==> src/rtl/sseq_pkg.sv <==
package sseq_pkg;
  typedef enum logic [2:0] {
    PH_IDLE   = 3'd0,
    PH_LOAD   = 3'd1,
    PH_CSHIFT = 3'd2,
    PH_QSHIFT = 3'd3,
    PH_CCAP   = 3'd4,
    PH_QCAP   = 3'd5,
    PH_FLUSH  = 3'd6,
    PH_DONE   = 3'd7
  } phase_t;
endpackage

==> src/rtl/sseq_fsm.sv <==
module sseq_fsm
  import sseq_pkg::*;
#(
  parameter int LEN_W = 8,
  parameter int CNT_W = 8
) (
  input  logic             clk,
  input  logic             rst_n,
  input  logic             test_mode,
  input  logic             start,
  input  logic [1:0]       mode_sel,
  input  logic [CNT_W-1:0] pat_count,
  input  logic [LEN_W-1:0] dcs_len,
  input  logic [LEN_W-1:0] cs_len,
  input  logic             fill_one,
  output phase_t           phase,
  output logic             half,
  output logic             accept,
  output logic             fill_q
);
  logic [LEN_W-1:0] rem, qlen, clen;
  logic [CNT_W-1:0] left;
  logic             multi_q, reuse_q;
  logic             last_step;

  assign accept    = (phase == PH_IDLE) && start && test_mode;
  assign last_step = (rem == LEN_W'(1));

  always_ff @(posedge clk or negedge rst_n) begin
    if (!rst_n) begin
      phase   <= PH_IDLE;
      half    <= 1'b0;
      rem     <= '0;
      qlen    <= '0;
      clen    <= '0;
      left    <= '0;
      multi_q <= 1'b0;
      reuse_q <= 1'b0;
      fill_q  <= 1'b0;
    end else begin
      case (phase)
        PH_IDLE: if (accept) begin
          phase   <= PH_LOAD;
          half    <= 1'b0;
          rem     <= dcs_len;
          qlen    <= dcs_len;
          clen    <= cs_len;
          left    <= pat_count;
          multi_q <= mode_sel[1];
          reuse_q <= (mode_sel == 2'd0);
          fill_q  <= fill_one;
        end
        PH_LOAD: begin
          if (!last_step) rem <= rem - LEN_W'(1);
          else if (!half) begin
            half <= 1'b1;
            rem  <= clen;
          end else phase <= multi_q ? PH_QCAP : PH_CCAP;
        end
        PH_QCAP: begin
          phase <= PH_QSHIFT;
          rem   <= qlen;
        end
        PH_QSHIFT: begin
          if (last_step) phase <= PH_CCAP;
          else rem <= rem - LEN_W'(1);
        end
        PH_CSHIFT: begin
          if (last_step) phase <= PH_CCAP;
          else rem <= rem - LEN_W'(1);
        end
        PH_CCAP: begin
          left <= left - CNT_W'(1);
          if (left == CNT_W'(1)) begin
            phase <= multi_q ? PH_FLUSH : PH_DONE;
            rem   <= clen;
          end else if (reuse_q) begin
            phase <= PH_CSHIFT;
            rem   <= clen;
          end else begin
            phase <= PH_LOAD;
            half  <= 1'b0;
            rem   <= qlen;
          end
        end
        PH_FLUSH: begin
          if (last_step) phase <= PH_DONE;
          else rem <= rem - LEN_W'(1);
        end
        default: phase <= PH_IDLE;
      endcase
    end
  end
endmodule

==> src/rtl/sseq_decode.sv <==
module sseq_decode
  import sseq_pkg::*;
(
  input  phase_t phase,
  input  logic   half,
  input  logic   test_mode,
  output logic   scan_en,
  output logic   dcs_ce,
  output logic   cs_ce,
  output logic   fill_en
);
  logic se_t, q_t, c_t;

  always_comb begin
    se_t = 1'b0;
    q_t  = 1'b0;
    c_t  = 1'b0;
    case (phase)
      PH_LOAD:   begin se_t = 1'b1; q_t = !half; c_t = half; end
      PH_CSHIFT: begin se_t = 1'b1; c_t = 1'b1; end
      PH_QSHIFT: begin se_t = 1'b1; q_t = 1'b1; end
      PH_FLUSH:  begin se_t = 1'b1; c_t = 1'b1; end
      PH_CCAP:   c_t = 1'b1;
      PH_QCAP:   q_t = 1'b1;
      default:   ;
    endcase
  end

  assign scan_en = test_mode & se_t;
  assign dcs_ce  = !test_mode | q_t;
  assign cs_ce   = !test_mode | c_t;
  assign fill_en = test_mode & (phase == PH_FLUSH);
endmodule

==> src/rtl/sseq_cycle_ctr.sv <==
module sseq_cycle_ctr #(
  parameter int CYC_W = 24
) (
  input  logic             clk,
  input  logic             rst_n,
  input  logic             clear,
  input  logic             run,
  output logic [CYC_W-1:0] count
);
  always_ff @(posedge clk or negedge rst_n) begin
    if (!rst_n)     count <= '0;
    else if (clear) count <= '0;
    else if (run)   count <= count + CYC_W'(1);
  end
endmodule

==> src/rtl/scan_split_seq.sv <==
module scan_split_seq
  import sseq_pkg::*;
#(
  parameter int LEN_W = 8,
  parameter int CNT_W = 8,
  parameter int CYC_W = 24
) (
  input  logic             clk,
  input  logic             rst_n,
  input  logic             test_mode,
  input  logic             start,
  input  logic [1:0]       mode_sel,
  input  logic [CNT_W-1:0] pat_count,
  input  logic [LEN_W-1:0] dcs_len,
  input  logic [LEN_W-1:0] cs_len,
  input  logic             fill_one,
  output logic             scan_en,
  output logic             dcs_ce,
  output logic             cs_ce,
  output logic             fill_en,
  output logic             fill_bit,
  output logic             busy,
  output logic             done,
  output logic [2:0]       phase,
  output logic [CYC_W-1:0] cyc_count
);
  phase_t ph;
  logic   half, accept;

  sseq_fsm #(.LEN_W(LEN_W), .CNT_W(CNT_W)) u_fsm (
    .clk(clk), .rst_n(rst_n), .test_mode(test_mode), .start(start),
    .mode_sel(mode_sel), .pat_count(pat_count), .dcs_len(dcs_len),
    .cs_len(cs_len), .fill_one(fill_one), .phase(ph), .half(half),
    .accept(accept), .fill_q(fill_bit)
  );

  sseq_decode u_dec (
    .phase(ph), .half(half), .test_mode(test_mode),
    .scan_en(scan_en), .dcs_ce(dcs_ce), .cs_ce(cs_ce), .fill_en(fill_en)
  );

  sseq_cycle_ctr #(.CYC_W(CYC_W)) u_ctr (
    .clk(clk), .rst_n(rst_n), .clear(accept),
    .run((ph != PH_IDLE) && (ph != PH_DONE)), .count(cyc_count)
  );

  assign phase = ph;
  assign busy  = (ph != PH_IDLE);
  assign done  = (ph == PH_DONE);
endmodule

==> config.mk <==
export PLATFORM = sky130hd
export DESIGN_NAME = scan_split_seq
export DESIGN_NICKNAME = d
export VERILOG_FILES = /design/src/rtl/sseq_pkg.sv /design/src/rtl/sseq_fsm.sv /design/src/rtl/sseq_decode.sv /design/src/rtl/sseq_cycle_ctr.sv /design/src/rtl/scan_split_seq.sv
export SDC_FILE = /design/constraint.sdc
export NUM_CORES = 1
export LEC_CHECK = 0
export BUFFER_PORTS_ARGS = -buffer_cell sky130_fd_sc_hd__buf_2
export CAP_MARGIN = 5
export CORE_AREA = 3 3 83 85
export CTS_CLUSTER_SIZE = 24
export DETAILED_ROUTE_END_ITERATION = 7
export DIE_AREA = 0 0 86 88
export PLACE_DENSITY = 0.91
export SLEW_MARGIN = 20
export SYNTH_ARGS = -nofsm -noshare
export SYNTH_HDL_FRONTEND = slang
export SYNTH_SLANG_ARGS = --single-unit
==> constraint.sdc <==
create_clock -name clk -period 5.9 [get_ports clk]
set_clock_uncertainty 0.1 [all_clocks]
set_input_delay 0.295 -clock clk [delete_from_list [all_inputs] [get_ports clk]]
set_output_delay 0.295 -clock clk [all_outputs]
set_load 0.05 [all_outputs]
==> impl_metrics.yaml, run 1 <==
global_routing:
  antenna_violations_before_repair: 0
  grt_usage: 0.269
  grt_pass1_wl_um: 16100
  grt_util_met2: 0.413
  use_met3: 0.0611
  global_route.usage.met1: 0.351
  via_count_of_the_first_global_routing_pass: 3387
  grt-busiest-layer: "met2"
  grt_max_degree: 64
  gr-total-overflow: 0
cts:
  htree_levels: 3
  clk_lat_worst_skew_ns: 0.36
  ctsResizeCount: 0
  cts_setup_buffers: 0
  cts_sinks: 63
  max_clock_buf_depth: 2
  cts_inserted_buffers: 9
  cts_hold_repair.buffers: 0
  cts_tree: "yes"
  cts.root.buffer_cell: "sky130_fd_sc_hd__clkbuf_8"
  path_clk_slew_ns: 0.07
route:
  wl_cell_um: 18.3
  drt-pass1-iter-count: 5
  route.vias.total: 3459
  postRouteAntennaNets: 0
  route.detailed.drc: 0
  postRouteWirelength_um: 9720
  iteration_0_drc_markers: 412
  avgViaCountPerCell: 6.50
finish:
  final_area_mm2: 0.00436
  layout.cells.most_common_list: "sky130_fd_sc_hd__buf_2, sky130_fd_sc_hd__dfrtp_1, sky130_fd_sc_hd__nor2_1"
  antennaDiodeCount: 0
  drive_above_1_share: 0.277
  finish.cell_count_without_fillers: 532
  nets: 486
  area_growth_syn_to_layout_pct: 14.9
  final.fill_count: 453
  mostFrequentLayoutCell: "sky130_fd_sc_hd__buf_2"
placed_design:
  place_area_mm2: 0.00412
  gp_congestion: 0.898
  dpl.cell_count: 516
  place.port_buffers: 64
  dp.final_hpwl_um: 6610
critical_path:
  worstSetupPathType: "reg2reg"
  data_required_time_of_the_critical_path_ns: 6.03
  critPathMaxFanout: 42
  worstPathArrival_ns: 3.04
  setup.worst_path.start_class: "flip-flop"
  worst_setup_path_end_kind: "flip-flop"
sta:
  period_utilization: 0.493
  grt_setup_unrepaired: "no"
  final-hold-violation-count: 8
  totalNegativeSetupSlack_ns: 0
  final.hold.worst_slack_ns: -0.0103
  maxSlewViolCount: 0
  timing.final.setup_violations: 0
  max_clock_freq_mhz: 344
  tightest_slew_ns: 1.01
  timing.max_slew.rel_slack: 0.328
  min_period_ns: 2.91
floorplanning:
  fp-row-count: 29
  die_area_mm2: 0.00757
  floorplan.core_area_mm2: 0.00628
  number_of_ports_placed_on_the_die_boundary: 65
  dieHeight_um: 88
  floorplan.initialDensity: 0.605
  die_width_um: 86
yosys:
  ys.flop_type: "sky130_fd_sc_hd__dfrtp_1"
  synth.lib_cells_used.distinct: 74
  syn_nets: 428
  synthesized_area_per_cell_um2: 9.69
  synth_seq_cells: 63
  post-synth-top-area-cell: "sky130_fd_sc_hd__dfrtp_1"
  ys_seq_area_frac: 0.415
  synth_edf_count: 0
  proportion_of_register_bits_with_asynchronous_set_or_reset_after_synthesis: 1.00
  synthesis.area_mm2: 0.00380
  synth_warnings: 0
  synth.area.top_cells: "sky130_fd_sc_hd__dfrtp_1, sky130_fd_sc_hd__xor2_1, sky130_fd_sc_hd__mux2_2"
  synth_top_area_share: 0.415
  netlist_instances: 392
outcome:
  failed_checks: "negative hold slack"
  result_of_the_run: "complete, but fails checks"
run:
  maxCapViolations: 0
power_and_ir_drop:
  power_density_relative_to_cell_area_mw_per_mm2: 458
  maximum_vdd_drop_uv: 359
  static-leakage-power_nw: 1.94
hold_path:
  holdCritPathClass: "in2async"
## layer usage
metal | part of all wire | up-vias
met5 | 0 | -
met3 | 0.079 | 38
met2 | 0.47 | 202
met1 | 0.41 | 1654
met4 | 0.039 | 0
li1 | - | 1565
## cells by family after synthesis
group,share of synthesized area
and+or+nand+nor,0.223
AOI/OAI and AO/OA,0.182
DFF,0.415
buffers and inverters,0.0389
xor gates and xnor gates,0.0600
muxes,0.0639
adders and majority gates,0.0165
## worst paths after layout
path                           startpoint            end  slack [ns]  cells after the start
setup / recovery           u_fsm.phase[1]  u_fsm.qlen[4]        2.99                      4
hold / removal                      rst_n  u_fsm.left[5]       -0.01                      2
setup reg to reg           u_fsm.phase[1]  u_fsm.qlen[4]        2.99                      4
hold reg to reg              u_fsm.fill_q   u_fsm.fill_q        0.40                      1
max in group asynchronous           rst_n   u_fsm.rem[1]        5.15                      2
min in group clk              mode_sel[0]  u_fsm.reuse_q        0.04                      2
## registers in the layout (all words and copies together), names as in the netlist
name           cells
u_fsm.half         1
u_fsm.phase        3
u_fsm.multi_q      1
u_fsm.clen         8
u_fsm.qlen         8
u_ctr.count       24
u_fsm.rem          8
u_fsm.left         8
u_fsm.fill_q       1
u_fsm.reuse_q      1
## metrics by stage
| step | power (W) | hold WS [ns] | setup slack [ns] | utilization |
|---|---|---|---|---|
| 6_report | 0.00200 | -0.0103 | 2.99 | 0.695 |
| 5_1_grt | 0.00211 | 0.0378 | 2.80 | 0.695 |
| 4_1_cts | 0.00199 | 0.0346 | 3.02 | 0.695 |
| 3_5_place_dp | 0.00151 | 0.387 | 3.06 | 0.656 |
| 3_3_place_gp | 0.00147 | 0.365 | 3.16 | 0.656 |
| 2_1_floorplan | 0.00133 | -0.101 | 2.92 | - |
## power by group
group | leakage [nW] | internal (W) | switching (W)
Clock | 0.120 | 0.000282 | 0.000186
Combinational | 1.03 | 0.000306 | 0.000468
Sequential | 0.788 | 0.000567 | 0.000190
Total | 1.94 | 0.00116 | 0.000844
## worst max-delay path: stages, from the launching register on
cell and delay, ns:
sky130_fd_sc_hd__dfrtp_1 0.76, sky130_fd_sc_hd__nor3_2 0.55, sky130_fd_sc_hd__inv_2 0.16, sky130_fd_sc_hd__nor2_4 0.78
sky130_fd_sc_hd__mux2_2 0.42
## cells in the mapped netlist, drive strengths merged, types with 2 or more instances
cell type	instances
nand4	9
and4	2
o21ai	26
a31oi	8
inv	9
a22o	2
a221oi	3
or3b	2
and2	4
nand3	18
o211ai	3
or2	2
o221a	3
o311ai	2
clkbuf	10
or4	3
nor4	8
o22ai	5
a21oi	22
xor2	21
a22oi	4
xnor2	5
and3	8
nor3	9
a221o	3
o22a	3
a2111oi	3
nor2	50
nor3b	3
ha	5
mux2	18
mux2i	4
or2b	3
dfrtp	63
nand2	25
buf	9
## layout make-up
| type | count | area (um^2) | share of cell area |
|---|---|---|---|
| multi-input combinational | 301 | 2080 | 0.476 |
| sequential | 63 | 1580 | 0.361 |
| timing repair buffer | 66 | 335 | 0.0768 |
| clock buffer | 9 | 124 | 0.0284 |
| clock inverter | 7 | 120 | 0.0275 |
| tap | 77 | 96.3 | 0.0221 |
| inverter | 9 | 33.8 | 0.00774 |
Power figures use the tool's default switching activity.
==> run 2, diff against run 1 <==
Settings changed: CORE_AREA 3 3 83 85 to 3 3 86 88, DIE_AREA 0 0 86 88 to 0 0 89 91, PLACE_DENSITY 0.91 to 0.85.
Clock period 5.9 ns to 2.7 ns, I/O delays scaled along.
==> run 2 against run 1 <==
The run now ends clean; clock power grew 100%; first-iteration DRC count shrank 11%; largest power group unchanged; worst setup slack worse by 2.9 ns; design area is 6.4% higher; combinational power grew 130%; final cell count increased by 6.0%; core utilization down 0.44 points; maximum frequency up 13%; critical path depth up 1; non-clock buffer count grew 29; via count increased by 0.93%.
==> impl_metrics.yaml, run 2 (synthesized netlist as in run 1, its figures left out) <==
route:
  route.vias.total: 3491
  route.detailed.drc: 0
  avgViaCountPerCell: 6.19
  wl_cell_um: 17.4
  iteration_0_drc_markers: 365
  drt-pass1-iter-count: 7
  postRouteAntennaNets: 0
  postRouteWirelength_um: 9830
cts:
  clk_lat_worst_skew_ns: 0.35
  path_clk_slew_ns: 0.08
  htree_levels: 3
  cts_inserted_buffers: 9
  max_clock_buf_depth: 2
  cts_hold_repair.buffers: 22
  ctsResizeCount: 0
  cts_tree: "yes"
  cts_sinks: 63
  cts.root.buffer_cell: "sky130_fd_sc_hd__clkbuf_8"
  cts_setup_buffers: 0
critical_path:
  worstPathArrival_ns: 2.70
  path_cells: "or2_1, nand4_4, o21ai_2, a2111oi_0, a221oi_1"
  timing.rr.end: "u_fsm.rem[0]"
  r2r_start: "u_fsm.phase[0]"
  setup.worst_path.start_class: "flip-flop"
  worst_r2r_path_depth: 5
  critPathMaxFanout: 14
  cp_slowest_stage_delay_ns: 0.64
  critical_path.n_buffers_inverters: 0
  timing.critical_path.slowest_stage_cell: "sky130_fd_sc_hd__dfrtp_1"
  timing.reg2reg.setup_slack_ns: 0.13
  cp_top_family: "compound AO/OA/AOI/OAI gates"
  worstSetupPathType: "reg2reg"
  worst_setup_path_end_kind: "flip-flop"
  data_required_time_of_the_critical_path_ns: 2.83
sta:
  totalNegativeSetupSlack_ns: 0
  max_clock_freq_mhz: 389
  final-hold-violation-count: 0
  timing.max_slew.rel_slack: 0.558
  tightest_slew_ns: 0.646
  final.hold.worst_slack_ns: 0.00745
  postLayoutSetupSlackWorst_ns: 0.131
  min_period_ns: 2.57
  maxSlewViolCount: 0
  period_utilization: 0.952
  timing.final.setup_violations: 0
  grt_setup_unrepaired: "no"
placed_design:
  post-place-ws_ns: 0.258
  place.port_buffers: 64
  dpl.cell_count: 526
  dp.final_hpwl_um: 6830
  gp_congestion: 0.984
floorplanning:
  dieHeight_um: 91
  fp-row-count: 30
  die_area_mm2: 0.00810
  floorplan.initialDensity: 0.565
  die_width_um: 89
  number_of_ports_placed_on_the_die_boundary: 65
  floorplan.core_area_mm2: 0.00672
outcome:
  result_of_the_run: "complete, no violations"
global_routing:
  gr-total-overflow: 0
  grt_max_degree: 45
  grt_pass1_wl_um: 16400
  grt_usage: 0.255
  antenna_violations_before_repair: 0
  via_count_of_the_first_global_routing_pass: 3341
finish:
  largest_register: "u_ctr.count"
  drive_above_1_share: 0.275
  finish.cell_count_without_fillers: 564
  nets: 515
  layout.cells.most_common_list: "sky130_fd_sc_hd__buf_2, sky130_fd_sc_hd__dfrtp_1, sky130_fd_sc_hd__nor2_1"
  antennaDiodeCount: 0
  area_growth_syn_to_layout_pct: 22.2
  largest_register_ff_count: 24
hold_path:
  holdCritPathClass: "in2reg"
  hold-path-cell-count: 3
  hp-start: "pat_count[0]"
  holdPathEnd: "u_fsm.left[0]"
power_and_ir_drop:
  power_density_relative_to_cell_area_mw_per_mm2: 939
  fin_total_pwr_w: 0.00436
  static-leakage-power_nw: 2.06
  maximum_vdd_drop_uv: 616
run:
  maxCapViolations: 0
-- run 2: area by class of cell --
cell class              count  area, um^2
inverters                   9        33.8
clock buffers              10         138
clock inverters             6        92.6
multi-input cells         301        2080
repair buffers             95         623
well taps                  80         100
flip-flops and latches     63        1580
fillers                   514        2080
-- run 2: where the power goes --
group	internal [W]	leakage, nW	switching, W
Combinational	0.000726	1.16	0.00107
Clock	0.000549	0.109	0.000407
Sequential	0.00124	0.788	0.000365
Total	0.00252	2.06	0.00184
-- run 2: tightest hold or removal path, cell delays in order --
cell and delay [ns]:
sky130_fd_sc_hd__buf_2 0.08, sky130_fd_sc_hd__a22oi_1 0.06, sky130_fd_sc_hd__o21ai_0 0.15
-- run 2: how the worst max path moves through the flow --
stage,to,cells after the start,startpoint
floorplan,u_fsm.clen[0],6,u_fsm.phase[1]
global placement,u_fsm.rem[0],5,u_fsm.rem[4]
detailed placement,u_fsm.rem[0],5,u_fsm.rem[4]
CTS,u_fsm.rem[0],5,u_fsm.rem[4]
global route,u_fsm.rem[0],5,u_fsm.rem[4]
finish,u_fsm.rem[0],5,u_fsm.phase[0]
-- run 2: stage by stage --
stage | utilization | instance area [um^2]
2_1_floorplan | - | 3800
4_1_cts | 0.691 | 4640
5_1_grt | 0.691 | 4640
3_5_place_dp | 0.623 | 4190
6_report | 0.691 | 4640
3_3_place_gp | 0.623 | 4190
-- run 2: layer usage --
metal	track usage	routed length (um)
met2	0.387	4690
met1	0.358	4180
met5	0	0
met4	0.0968	231
met3	0.0517	726
==> run 3, diff against run 2 <==
Settings changed: CORE_AREA 3 3 86 88 to 3 3 87 89, DIE_AREA 0 0 89 91 to 0 0 90 92, PLACE_DENSITY 0.85 to 0.83, SYNTH_HIERARCHICAL set to 1.
==> run 3 against run 2 <==
Die area grew 2.2%; global-route usage shrank 1.2 points; clock power shrank 2%; sequential share of layout area shrank 0.52 points; via count grew 3.9%; critical endpoint is now u_ctr/count[15].
==> impl_metrics.yaml, run 3 <==
finish:
  area_growth_syn_to_layout_pct: 25.8
  mostFrequentLayoutCell: "sky130_fd_sc_hd__nand2_1"
  finish.cell_count_without_fillers: 625
  drive_above_1_share: 0.236
  antennaDiodeCount: 0
  final_area_mm2: 0.00474
  largest_register_ff_count: 24
  largest_register: "u_ctr/count"
  layout.cells.most_common_list: "sky130_fd_sc_hd__nand2_1, sky130_fd_sc_hd__buf_2, sky130_fd_sc_hd__dfrtp_1"
  nets: 560
yosys:
  synth_seq_cells: 63
  yosys-top-cells-count: "sky130_fd_sc_hd__nand2_1, sky130_fd_sc_hd__dfrtp_1, sky130_fd_sc_hd__nor2_1, sky130_fd_sc_hd__a21oi_1, sky130_fd_sc_hd__o21ai_0"
  synth_edf_count: 0
  synth_warnings: 6
  proportion_of_register_bits_with_asynchronous_set_or_reset_after_synthesis: 1.00
  syn_nets: 464
  netlist_instances: 428
  synthesized_area_per_cell_um2: 8.81
  ys.flop_type: "sky130_fd_sc_hd__dfrtp_1"
  synth_top_area_share: 0.418
  ys_seq_area_frac: 0.418
  yosysMostFrequentCell: "sky130_fd_sc_hd__nand2_1"
  synthesis.area_mm2: 0.00377
  synth.lib_cells_used.distinct: 63
  post-synth-top-area-cell: "sky130_fd_sc_hd__dfrtp_1"
  synth.area.top_cells: "sky130_fd_sc_hd__dfrtp_1, sky130_fd_sc_hd__nand2_1, sky130_fd_sc_hd__nor2_1"
critical_path:
  worst_setup_path_end_kind: "flip-flop"
  r2r_start: "u_fsm/phase[0]"
  critPathMaxFanout: 13
  worstPathArrival_ns: 2.53
  worstSetupPathType: "reg2reg"
  setup.worst_path.start_class: "flip-flop"
  worst_r2r_path_depth: 7
  timing.reg2reg.setup_slack_ns: 0.34
  timing.rr.end: "u_ctr/count[15]"
  data_required_time_of_the_critical_path_ns: 2.87
sta:
  timing.final.setup_violations: 0
  max_clock_freq_mhz: 425
  timing.max_slew.rel_slack: 0.509
  grt_setup_unrepaired: "no"
  totalNegativeSetupSlack_ns: 0
  min_period_ns: 2.36
  period_utilization: 0.872
  tightest_slew_ns: 0.737
  maxSlewViolCount: 0
  final-hold-violation-count: 0
cts:
  cts_tree: "yes"
  htree_levels: 3
  cts_setup_buffers: 0
  max_clock_buf_depth: 2
  path_clk_slew_ns: 0.07
  clk_lat_worst_skew_ns: 0.35
  cts_sinks: 63
  cts.root.buffer_cell: "sky130_fd_sc_hd__clkbuf_8"
  cts_inserted_buffers: 9
hold_path:
  hp-start: "start"
  hold-path-cell-count: 4
  holdCritPathClass: "in2reg"
  holdPathEnd: "u_fsm/phase[0]"
route:
  route.vias.total: 3627
  wl_cell_um: 15.8
  postRouteAntennaNets: 0
  avgViaCountPerCell: 5.80
  iteration_0_drc_markers: 345
  postRouteWirelength_um: 9860
  drt-pass1-iter-count: 6
  route.detailed.drc: 0
floorplanning:
  number_of_ports_placed_on_the_die_boundary: 65
  die_area_mm2: 0.00828
  floorplan.initialDensity: 0.552
  fp-row-count: 30
  floorplan.core_area_mm2: 0.00683
  dieHeight_um: 92
  die_width_um: 90
placed_design:
  dpl.cell_count: 581
  gp_congestion: 0.888
  place_area_mm2: 0.00424
  place.port_buffers: 64
  dp.final_hpwl_um: 6560
global_routing:
  grt_pass1_wl_um: 16400
  grt_max_degree: 34
  antenna_violations_before_repair: 0
  grt_usage: 0.243
  gr-total-overflow: 0
  via_count_of_the_first_global_routing_pass: 3433
outcome:
  result_of_the_run: "complete, no violations"
power_and_ir_drop:
  maximum_vdd_drop_uv: 539
  fin_total_pwr_w: 0.00457
  static-leakage-power_nw: 2.14
  power_density_relative_to_cell_area_mw_per_mm2: 964
run:
  maxCapViolations: 0
## run 3: logic make-up (layout without fill, tap and decap cells)
kind of cell,count (synthesis),in the layout,share of synthesized area
xor+xnor,17,17,0.0395
mux,4,4,0.0106
compound gates,96,96,0.189
flops,63,63,0.418
buf+inv,31,132,0.0362
simple gates,212,212,0.290
fa+ha+maj,5,5,0.0166
## run 3: power by group
part	total [W]	internal [W]	leakage, nW	switching [W]
clock	0.000941	0.000570	0.114	0.000371
sequential	0.00177	0.00130	0.782	0.000467
combinational	0.00186	0.000713	1.24	0.00115
total	0.00457	0.00259	2.14	0.00199
## run 3: worst max-delay path by stage
stage              startpoint         endpoint  slack (ns)  depth (start not counted)
3_5_place_dp   u_fsm/phase[2]  u_ctr/count[15]        0.38                          7
2_1_floorplan  u_fsm/phase[2]  u_ctr/count[22]       0.005                         10
4_1_cts        u_fsm/phase[2]  u_ctr/count[15]        0.36                          7
5_1_grt        u_fsm/phase[0]  u_ctr/count[15]        0.20                          7
6_report       u_fsm/phase[0]  u_ctr/count[15]        0.34                          7
3_3_place_gp   u_fsm/phase[2]  u_ctr/count[17]        0.47                          7
## run 3: final cells by class
type	count	area, um^2
Inverter	13	48.8
Sequential cell	63	1590
Timing Repair Buffer	103	696
Multi-Input combinational cell	334	2070
Fill cell	555	2090
Clock inverter	3	65.1
Clock buffer	13	159
Tap cell	96	120
## run 3: per-layer routing
layer  global-route usage  vias up  routed length, um
met5                    0        -                  0
met4                0.120        0                220
met3               0.0377       22                697
met2                0.396      167               4790
met1                0.318     1715               4150
li1                     -     1723                  -
## run 3: repair_timing
item / in CTS / in global routing
hold buffers: 28 / 0
hold endpoints to repair: 57 / 0
resized for setup: 0 / 0
## run 3: critical path, cell delays in order, from the launching register on
cell and delay (ns):
sky130_fd_sc_hd__dfrtp_2 0.51, sky130_fd_sc_hd__nor3_4 0.31, sky130_fd_sc_hd__nand3_2 0.12, sky130_fd_sc_hd__inv_2 0.12, sky130_fd_sc_hd__o211ai_4 0.09, sky130_fd_sc_hd__or4_1 0.54
sky130_fd_sc_hd__or3_1 0.36, sky130_fd_sc_hd__a21oi_1 0.13
## run 3: per-stage QoR
stage	setup WS (ns)	hold WS, ns	util
2_1_floorplan	0.00469	-0.261	-
3_3_place_gp	0.466	0.133	0.620
3_5_place_dp	0.380	0.133	0.620
4_1_cts	0.355	0.124	0.694
5_1_grt	0.197	0.144	0.694
6_report	0.345	0.139	0.694
